## config.mk

```make
export PLATFORM = sky130hd
export DESIGN_NAME = cfg_powerup_seq
export DESIGN_NICKNAME = d
export VERILOG_FILES = /design/src/rtl/cps_pkg.sv /design/src/rtl/cps_sync.sv /design/src/rtl/cps_frame_ctr.sv /design/src/rtl/cps_por_timer.sv /design/src/rtl/cfg_powerup_seq.sv
export SDC_FILE = /design/constraint.sdc
export NUM_CORES = 1
export LEC_CHECK = 0
export BUFFER_PORTS_ARGS = -buffer_cell sky130_fd_sc_hd__buf_2
export CAP_MARGIN = 20
export CORE_ASPECT_RATIO = 1.2
export CORE_UTILIZATION = 50
export CTS_CLUSTER_DIAMETER = 80
export DETAILED_ROUTE_END_ITERATION = 10
export PLACE_DENSITY = 0.73
export SKIP_CTS_REPAIR_TIMING = 1
export SYNTH_ARGS = -nofsm -noshare
export SYNTH_HDL_FRONTEND = slang
export SYNTH_HIERARCHICAL = 1
export SYNTH_SLANG_ARGS = --single-unit
```

## constraint.sdc

```tcl
create_clock -name clk -period 1.9 [get_ports clk]
set_input_delay 0 -clock clk [delete_from_list [all_inputs] [get_ports clk]]
set_output_delay 0 -clock clk [all_outputs]
set_load 0.05 [all_outputs]
```

## src/rtl/cps_pkg.sv

```systemverilog
// Package: shared types for the power-up configuration sequencer.
// Assumes nothing beyond IEEE 1800-2017 enum support.
package cps_pkg;
    typedef enum logic [2:0] {
        ST_CLEAR = 3'd0,   // clearing frames, time-out or request pending
        ST_EXTRA = 3'd1,   // the single extra clearing pass
        ST_INITW = 3'd2,   // INIT released, waiting for the net to rise
        ST_WAIT2 = 3'd3,   // settle clocks after INIT seen high
        ST_READY = 3'd4    // mode latched, loader may start
    } cps_state_e;
endpackage

```

## src/rtl/cps_sync.sv

```systemverilog
// Module: cps_sync
// Two-flop synchronizer for W independent asynchronous inputs. Each bit
// has its own reset value so that idle levels come out of reset.
// Assumes each input bit is a level that is stable for several clocks.
module cps_sync #(
    parameter int unsigned W = 1,
    parameter logic [W-1:0] RST_VAL = '0
) (
    input  logic         clk,
    input  logic         rst_n,
    input  logic [W-1:0] d_async,
    output logic [W-1:0] q_sync
);
    logic [W-1:0] meta_q;

    // Two stages in series, both loading the idle level on reset.
    always_ff @(posedge clk) begin
        if (!rst_n) begin
            meta_q <= RST_VAL;
            q_sync <= RST_VAL;
        end else begin
            meta_q <= d_async;
            q_sync <= meta_q;
        end
    end
endmodule

```

## src/rtl/cps_frame_ctr.sv

```systemverilog
// Module: cps_frame_ctr
// Frame address counter. It advances while run is high, wraps at
// FRAMES-1, and flags the last address so the controller sees pass ends.
// zero has priority and forces address 0. Assumes FRAMES >= 2.
module cps_frame_ctr #(
    parameter int unsigned FRAMES = 16,
    localparam int unsigned AW = (FRAMES > 2) ? $clog2(FRAMES) : 1
) (
    input  logic          clk,
    input  logic          rst_n,
    input  logic          run,
    input  logic          zero,
    output logic [AW-1:0] addr,
    output logic          last
);
    localparam logic [AW-1:0] LAST_A = AW'(FRAMES - 1);

    assign last = (addr == LAST_A);

    // Address register: clear, hold, or step with wrap.
    always_ff @(posedge clk) begin
        if (!rst_n || zero) begin
            addr <= '0;
        end else if (run) begin
            addr <= last ? '0 : addr + 1'b1;
        end
    end
endmodule

```

## src/rtl/cps_por_timer.sv

```systemverilog
// Module: cps_por_timer
// Power-on time-out. It runs only after reset release, never on a
// reconfiguration. The length is chosen from the mode strap while reset is held.
// busy is high until the selected count has elapsed.
module cps_por_timer #(
    parameter int unsigned BASE = 1000,
    parameter int unsigned MULT = 4,
    localparam int unsigned LONG = BASE * MULT,
    localparam int unsigned CW = $clog2(LONG + 1)
) (
    input  logic clk,
    input  logic rst_n,
    input  logic master,
    output logic busy
);
    logic [CW-1:0] cnt_q;
    logic          long_q;
    logic [CW-1:0] limit;

    assign limit = long_q ? CW'(LONG) : CW'(BASE);
    assign busy  = (cnt_q != limit);

    // Strap capture during reset; count up to the selected limit after.
    always_ff @(posedge clk) begin
        if (!rst_n) begin
            cnt_q  <= '0;
            long_q <= master;
        end else if (busy) begin
            cnt_q <= cnt_q + 1'b1;
        end
    end
endmodule

```

## src/rtl/cfg_powerup_seq.sv

```systemverilog
// Module: cfg_powerup_seq (top)
// Memory clear, initialization and hand-off sequencer. It drives the frame
// counter and checks the time-out and the request only at pass ends.
// After that it adds one extra pass, releases INIT, waits for the shared
// line and two settle clocks, then latches the mode strap.
// Assumes: rst_n is synchronous power-on reset; mode_master is a static strap.
module cfg_powerup_seq #(
    parameter int unsigned FRAMES      = 16,
    parameter int unsigned POR_CYCLES  = 1000,
    parameter int unsigned MASTER_MULT = 4,
    parameter int unsigned SETTLE_CLKS = 2,
    localparam int unsigned AW = (FRAMES > 2) ? $clog2(FRAMES) : 1,
    localparam int unsigned WW = (SETTLE_CLKS > 1) ? $clog2(SETTLE_CLKS) : 1
) (
    input  logic          clk,
    input  logic          rst_n,
    input  logic          prog_n,
    input  logic          init_in,
    input  logic          mode_master,
    output logic          clr_en,
    output logic [AW-1:0] frame_addr,
    output logic          init_low,
    output logic          hdc,
    output logic          ldc,
    output logic          done,
    output logic          mode_lat,
    output logic          load_rdy
);
    import cps_pkg::*;

    localparam logic [WW-1:0] WAIT_LAST = WW'(SETTLE_CLKS - 1);

    cps_state_e    state, state_n;
    logic [1:0]    sync_q;
    logic          prog_req;
    logic          init_hi;
    logic          frame_last;
    logic          por_busy;
    logic          ctr_zero;
    logic [WW-1:0] wait_cnt;

    cps_sync #(.W(2), .RST_VAL(2'b01)) u_sync (
        .clk     (clk),
        .rst_n   (rst_n),
        .d_async ({init_in, prog_n}),
        .q_sync  (sync_q)
    );

    assign prog_req = ~sync_q[0];
    assign init_hi  = sync_q[1];

    cps_por_timer #(.BASE(POR_CYCLES), .MULT(MASTER_MULT)) u_timer (
        .clk    (clk),
        .rst_n  (rst_n),
        .master (mode_master),
        .busy   (por_busy)
    );

    cps_frame_ctr #(.FRAMES(FRAMES)) u_frames (
        .clk   (clk),
        .rst_n (rst_n),
        .run   (clr_en),
        .zero  (ctr_zero),
        .addr  (frame_addr),
        .last  (frame_last)
    );

    // Next-state decision; a request from any other state restarts the clear.
    always_comb begin
        state_n  = state;
        ctr_zero = 1'b0;
        unique case (state)
            ST_CLEAR: if (frame_last && !por_busy && !prog_req) state_n = ST_EXTRA;
            ST_EXTRA: if (frame_last) state_n = ST_INITW;
            ST_INITW: if (init_hi) state_n = ST_WAIT2;
            ST_WAIT2: begin
                if (!init_hi)                    state_n = ST_INITW;
                else if (wait_cnt == WAIT_LAST)  state_n = ST_READY;
            end
            ST_READY: state_n = ST_READY;
            default:  state_n = ST_CLEAR;
        endcase
        if (prog_req && state != ST_CLEAR) begin
            state_n  = ST_CLEAR;
            ctr_zero = 1'b1;
        end
    end

    // State register.
    always_ff @(posedge clk) begin
        if (!rst_n) state <= ST_CLEAR;
        else        state <= state_n;
    end

    // Settle counter, running only while in the settle state.
    always_ff @(posedge clk) begin
        if (!rst_n || state_n != ST_WAIT2 || state != ST_WAIT2) wait_cnt <= '0;
        else                                                    wait_cnt <= wait_cnt + 1'b1;
    end

    // Mode latch: cleared by a request, loaded on entry to ready.
    always_ff @(posedge clk) begin
        if (!rst_n || prog_req)                       mode_lat <= 1'b0;
        else if (state == ST_WAIT2 && state_n == ST_READY) mode_lat <= mode_master;
    end

    // Outputs decoded from the state.
    assign clr_en   = (state == ST_CLEAR) || (state == ST_EXTRA);
    assign init_low = clr_en;
    assign load_rdy = (state == ST_READY);
    assign hdc      = ~load_rdy;
    assign ldc      = load_rdy;
    assign done     = 1'b0;
endmodule

```

## Word level (Yosys, flattened, before mapping)

Cells that the tools add are included.

- Bits in registers: 26
- Word-level logic and storage cells: 45

- $add $sub $neg: 3
- Eq/ne operators: 9
- Mux-type cells: 10
- Bitwise operators: 2
- Reduce and logical (&&, ||, !) cells: 13

Operators by type and width:

| cell | number |
|---|---|
| 3-bit two-way mux | 6 |
| 3-bit case mux with 5 select lines | 1 |
| 12-bit by 1-bit adder with 12-bit output, second input constant | 1 |
| 12-bit two-way mux | 1 |
| 12-bit != test | 1 |
| 3-bit by 2-bit equality test with 1-bit output, second input constant | 2 |
| 3-bit equality test, second input constant | 2 |
| 3-bit by 2-bit != test with 1-bit output, second input constant | 2 |
| 1-bit logical OR | 5 |
| 4-bit by 1-bit adder with 4-bit output, second input constant | 1 |
| 4-bit equality test, second input constant | 1 |
| 1-bit logical AND | 4 |
| 4-bit two-way mux | 1 |
| 3-bit by 1-bit equality test with 1-bit output, second input constant | 1 |
| 3-bit zero test | 1 |
| 3-bit nonzero test | 1 |
| 1-bit zero test | 2 |
| 1-bit NOT | 2 |
| 1-bit adder, second input constant | 1 |
| 1-bit two-way mux | 1 |

## Longest topological paths before layout

- Depth in word-level cells: 11
- Depth in mapped cells: 8
- Depth with buffers taken out: 8

## Modules after synthesis

Netlist, hierarchy kept.

Modules (own cells, without submodules):

| module | instances | cells each | area an instance (sq um) | seq. area each (sq um) |
|---|---|---|---|---|
| cps_por_timer | 1 | 71 | 626.9 | 270.3 |
| cfg_powerup_seq | 1 | 37 | 289.0 | 100.1 |
| cps_frame_ctr | 1 | 18 | 193.9 | 80.1 |
| cps_sync | 1 | 8 | 105.1 | 80.1 |

## Worst setup path before layout

No wires, ideal clock.

- Kind: register -> register
- Start: register u_frames.addr[0]
- End: register state[0]
- Arrival: 1.894 ns
- Data required time: 1.814 ns
- Slack: -0.080 ns
- Cell stages (with the launch flop): 6
- Path buffers: 0
- Path through: dfxtp_1 > ha_1 > and3_1 > clkinv_1 > or4b_4 > a221oi_2

- Cells in the longest elaborated chain, start to end: 6
- Elaborated cells on any way between the ends: 7
- Classes of those cells: 1 x eq/ne; 4 x mux; 2 x reduce/logical

RTL lines:

| item | RTL line | text |
|---|---|---|
| from (decl) | cps_frame_ctr.sv:13 | `output logic [AW-1:0] addr,` |
| from (signal assigned) | cps_frame_ctr.sv:25 | `addr <= last ? '0 : addr + 1'b1;` |
| 4-bit equality test * | cps_frame_ctr.sv:18 | `assign last = (addr == LAST_A);` |
| net frame_last | cfg_powerup_seq.sv:37 | `logic frame_last;` |
| 1-bit logical AND (2 in a row) | cfg_powerup_seq.sv:73 | `ST_CLEAR: if (frame_last && !por_busy && !prog_req) state_n = ST_EXTRA;` |
| 3-bit two-way mux | cfg_powerup_seq.sv:73 |  |
| 3-bit case mux with 5 select lines * | cfg_powerup_seq.sv:72 | `unique case (state)` |
| 3-bit two-way mux * | cfg_powerup_seq.sv:83 | `if (prog_req && state != ST_CLEAR) begin` |
| to (signal assigned) | cfg_powerup_seq.sv:92 | `else state <= state_n;` |
| to (decl) | cfg_powerup_seq.sv:33 | `cps_state_e state, state_n;` |

The timed path passes the listed nets; every way through them passes the cells marked *.
A chain may end at the register's enable or synchronous reset.

## Worst setup path after layout

- Start: register u_timer.cnt_q[0]
- End: register state[0]

- Cells in the longest elaborated chain, start to end: 7

RTL lines:

| item | RTL line | text |
|---|---|---|
| from (decl) | cps_por_timer.sv:16 | `logic [CW-1:0] cnt_q;` |
| from (signal assigned) | cps_por_timer.sv:29 | `cnt_q <= cnt_q + 1'b1;` |
| 12-bit != test | cps_por_timer.sv:21 | `assign busy = (cnt_q != limit);` |
| net por_busy | cfg_powerup_seq.sv:38 | `logic por_busy;` |
| 1-bit zero test | cfg_powerup_seq.sv:73 |  |
| 1-bit logical AND (2 in a row) | cfg_powerup_seq.sv:73 |  |
| 3-bit two-way mux | cfg_powerup_seq.sv:73 |  |
| 3-bit case mux with 5 select lines | cfg_powerup_seq.sv:72 |  |
| 3-bit two-way mux | cfg_powerup_seq.sv:83 |  |

The timed path passes the listed nets, and every way through them passes these cells.

==> results.txt <==
All-Layer GR Usage: 19.8%
Die Y-Extent: 56 um
row cnt: 19
top cell type's share of synthesized area: 41.2%
PortBufs: 14
Core Footprint: 2310 um2
Layout Nets: 172
dominant synthesized flop cell: dfxtp_1
Buf/Inv on CP: 2
length in cells of the worst reg-to-reg path: 8
CP endpoint: state[0]
R2R Setup Slk: -0.08 ns
final setup margin: -0.0792 ns
Setup Skew: 0.00862 ns
CP cell instances: inv_2, ha_1, nand2_1, or4_4, a21oi_4, inv_1, or4b_4, a221oi_2
most common cell after layout, fill and taps aside: dfxtp_1
HPWL Detailed: 1650 um
CTS tree: done
initial antenna violation count: 0
post-placement cell area: 1380 um2
vias in the first global route: 878
Starting DRT DRC Count: 27
Finished Cell Area: 1460 um2
CP top delay family: simple AND/OR/NAND/NOR gates
# setup viols final: 1
number of placed instances, taps included: 186
R2R Path End: state[0]
Final Power: 0.963 mW
WP data required: 2.14 ns
Setup crit end kind: flip-flop
crit-path max FO: 2
Routed wire per std cell: 12.0 um
mapped cell area: 1210 um2
DRC errors left: 0
Hold WC Path Type: input port to flip-flop
clock-pin slew on the worst setup and hold paths: 0.14 ns
syn_nets: 142
first-pass GRT wire length: 3780 um
max_cap viols: 0
Starting Density: 52.7%
WL final: 2330 um
CP max stage cell: or4b_4
RSZ-0062 raised after global routing: yes
gr ovfl total: 0
cell area power density: 660 nW/um2
synthesized netlist cell count: 134
H-tree Lvls: 1
Final min period: 1.98 ns
clk buf depth: 2
worst r2r src: u_timer/cnt_q[0]
WP depth: 8
worst skew pair latency: 0.33 ns
Num CTS Buffers: 3
CTS Root Cell: clkbuf_4
Crit Path Category: flip-flop to flip-flop
CTS Sinks: 26
number of synthesis warnings: 6
Avg Vias per Cell: 5.20
Max Freq: 505 MHz
synth unique cells: 41
Ant. Diodes: 0
nature of the critical path startpoint: flip-flop
commonest cells after routing, fill and taps aside: dfxtp_1 (21), nand2_1 (16), nor2_1 (15)
pin count of the biggest net entering global routing: 17
Vias: 1009
I/O pin total: 16
final hold viol count: 0
Synth area leader: dfxtp_1
Final Non-Filler Cells: 194
Peak VDD IR: 0.567 mV
fin. max-slew vios: 0
Pleak: 0.586 nW
Worst path max stage delay: 0.48 ns
synthesized area per cell: 9.07 um2
critical path launch point: u_timer/cnt_q[0]
status: finished, violations left
P&R area growth vs syn: 20.0%
synth top area cells: dfxtp_1 (41%), xor2_1 (5.0%), nand2_1 (4.9%)
Die Span X: 47 um
layout cells sized above 1: 27.6%
failing checks: negative setup slack
FF+latch count, synth: 26
Tcrit/Tclk final: 104%
Final Wtd Congestion: 0.802
Antenna Nets Post-Route: 0
Critical Path AT: 2.22 ns
Async SR Flop Fraction: 0%
EDFF count, synth: 1
WHS: 0.383 ns
1st-pass router iterations: 4
die area: 2630 um2
post-synthesis sequential area ratio: 43.7%
## cell families after synthesis
| family | Yosys count | synth area share, % |
|---|---|---|
| AOI/OAI and AO/OA | 12 | 7.52 |
| buffers and inverters | 12 | 5.25 |
| DFF | 26 | 43.7 |
| xor gates and xnor gates | 11 | 7.93 |
| adders and majority gates | 3 | 3.09 |
| and+or+nand+nor | 66 | 29.8 |
| other | 1 | 0.309 |
| muxes | 3 | 2.47 |
## flip-flops by register name (all words and copies together) (netlist names)
signal,flops
state,3
wait_cnt,1
u_sync/meta_q,2
u_sync/q_sync,2
u_timer/cnt_q,12
u_timer/long_q,1
mode_lat,1
u_frames/addr,4
## metrics by stage
step                      utilization [%]  setup slack, ns  setup TNS, ns
after floorplan                         -          -0.0397        -0.0397
after global placement               59.9           0.0144              0
after detailed placement             59.9          -0.0418        -0.0418
after CTS                            61.5          -0.0729        -0.0729
after global routing                 63.2           -0.160         -0.160
final                                63.2          -0.0792        -0.0792
## worst register-to-register path, stage by stage, from the launching register on
cell and delay (ns):
dfxtp_2 0.35, inv_2 0.05, ha_1 0.13, nand2_1 0.05
or4_4 0.43, a21oi_4 0.13, inv_1 0.05, or4b_4 0.48
a221oi_2 0.23
## cell usage after synthesis (all sizes together) (2+ instances only)
| master | n |
|---|---|
| xnor2 | 4 |
| or4 | 2 |
| nand3 | 7 |
| and3 | 2 |
| nand2 | 16 |
| nand4 | 4 |
| xor2 | 7 |
| nor3 | 3 |
| ha | 3 |
| nor4 | 2 |
| nand2b | 4 |
| nor2 | 16 |
| inv | 6 |
| nand3b | 3 |
| o21ai | 4 |
| buf | 4 |
| mux2i | 3 |
| a21oi | 5 |
| and2 | 2 |
| dfxtp | 25 |
## power by group
part	switching [mW]	total, mW	internal [mW]
sequential	0.0125	0.580	0.567
clock	0.166	0.283	0.117
combinational	0.0623	0.100	0.0378
total	0.240	0.963	0.722
## layer usage
metal  wire length (um)  GRT usage, %  vias to the layer above
met5                  0             0                        -
met4                 41          9.80                        0
met3                 58          2.92                        5
met2               1170          28.8                       18
met1               1060          27.8                      475
li1                   -             -                      511
## layout make-up
type                       count  area [um2]
clock buffer                   4        36.3
fill                         196         848
inverter                       7        26.3
multi-input combinational     96         621
sequential                    26         536
tap                           31        38.8
timing repair buffer          30         200
## worst min path at each step
stage / slack [ns] / cells past startpoint / to / startpoint
3_3_place_gp: 0.19 / 2 / u_sync/meta_q[0] / prog_n
4_1_cts: -0.16 / 2 / u_sync/meta_q[0] / prog_n
3_5_place_dp: 0.19 / 2 / u_sync/meta_q[0] / prog_n
6_report: 0.38 / 3 / u_sync/meta_q[0] / prog_n
2_1_floorplan: 0.07 / 1 / u_sync/q_sync[0] / rst_n
5_1_grt: 0.38 / 3 / u_sync/meta_q[0] / prog_n
Note: power is estimated with default switching activity, not from simulation.
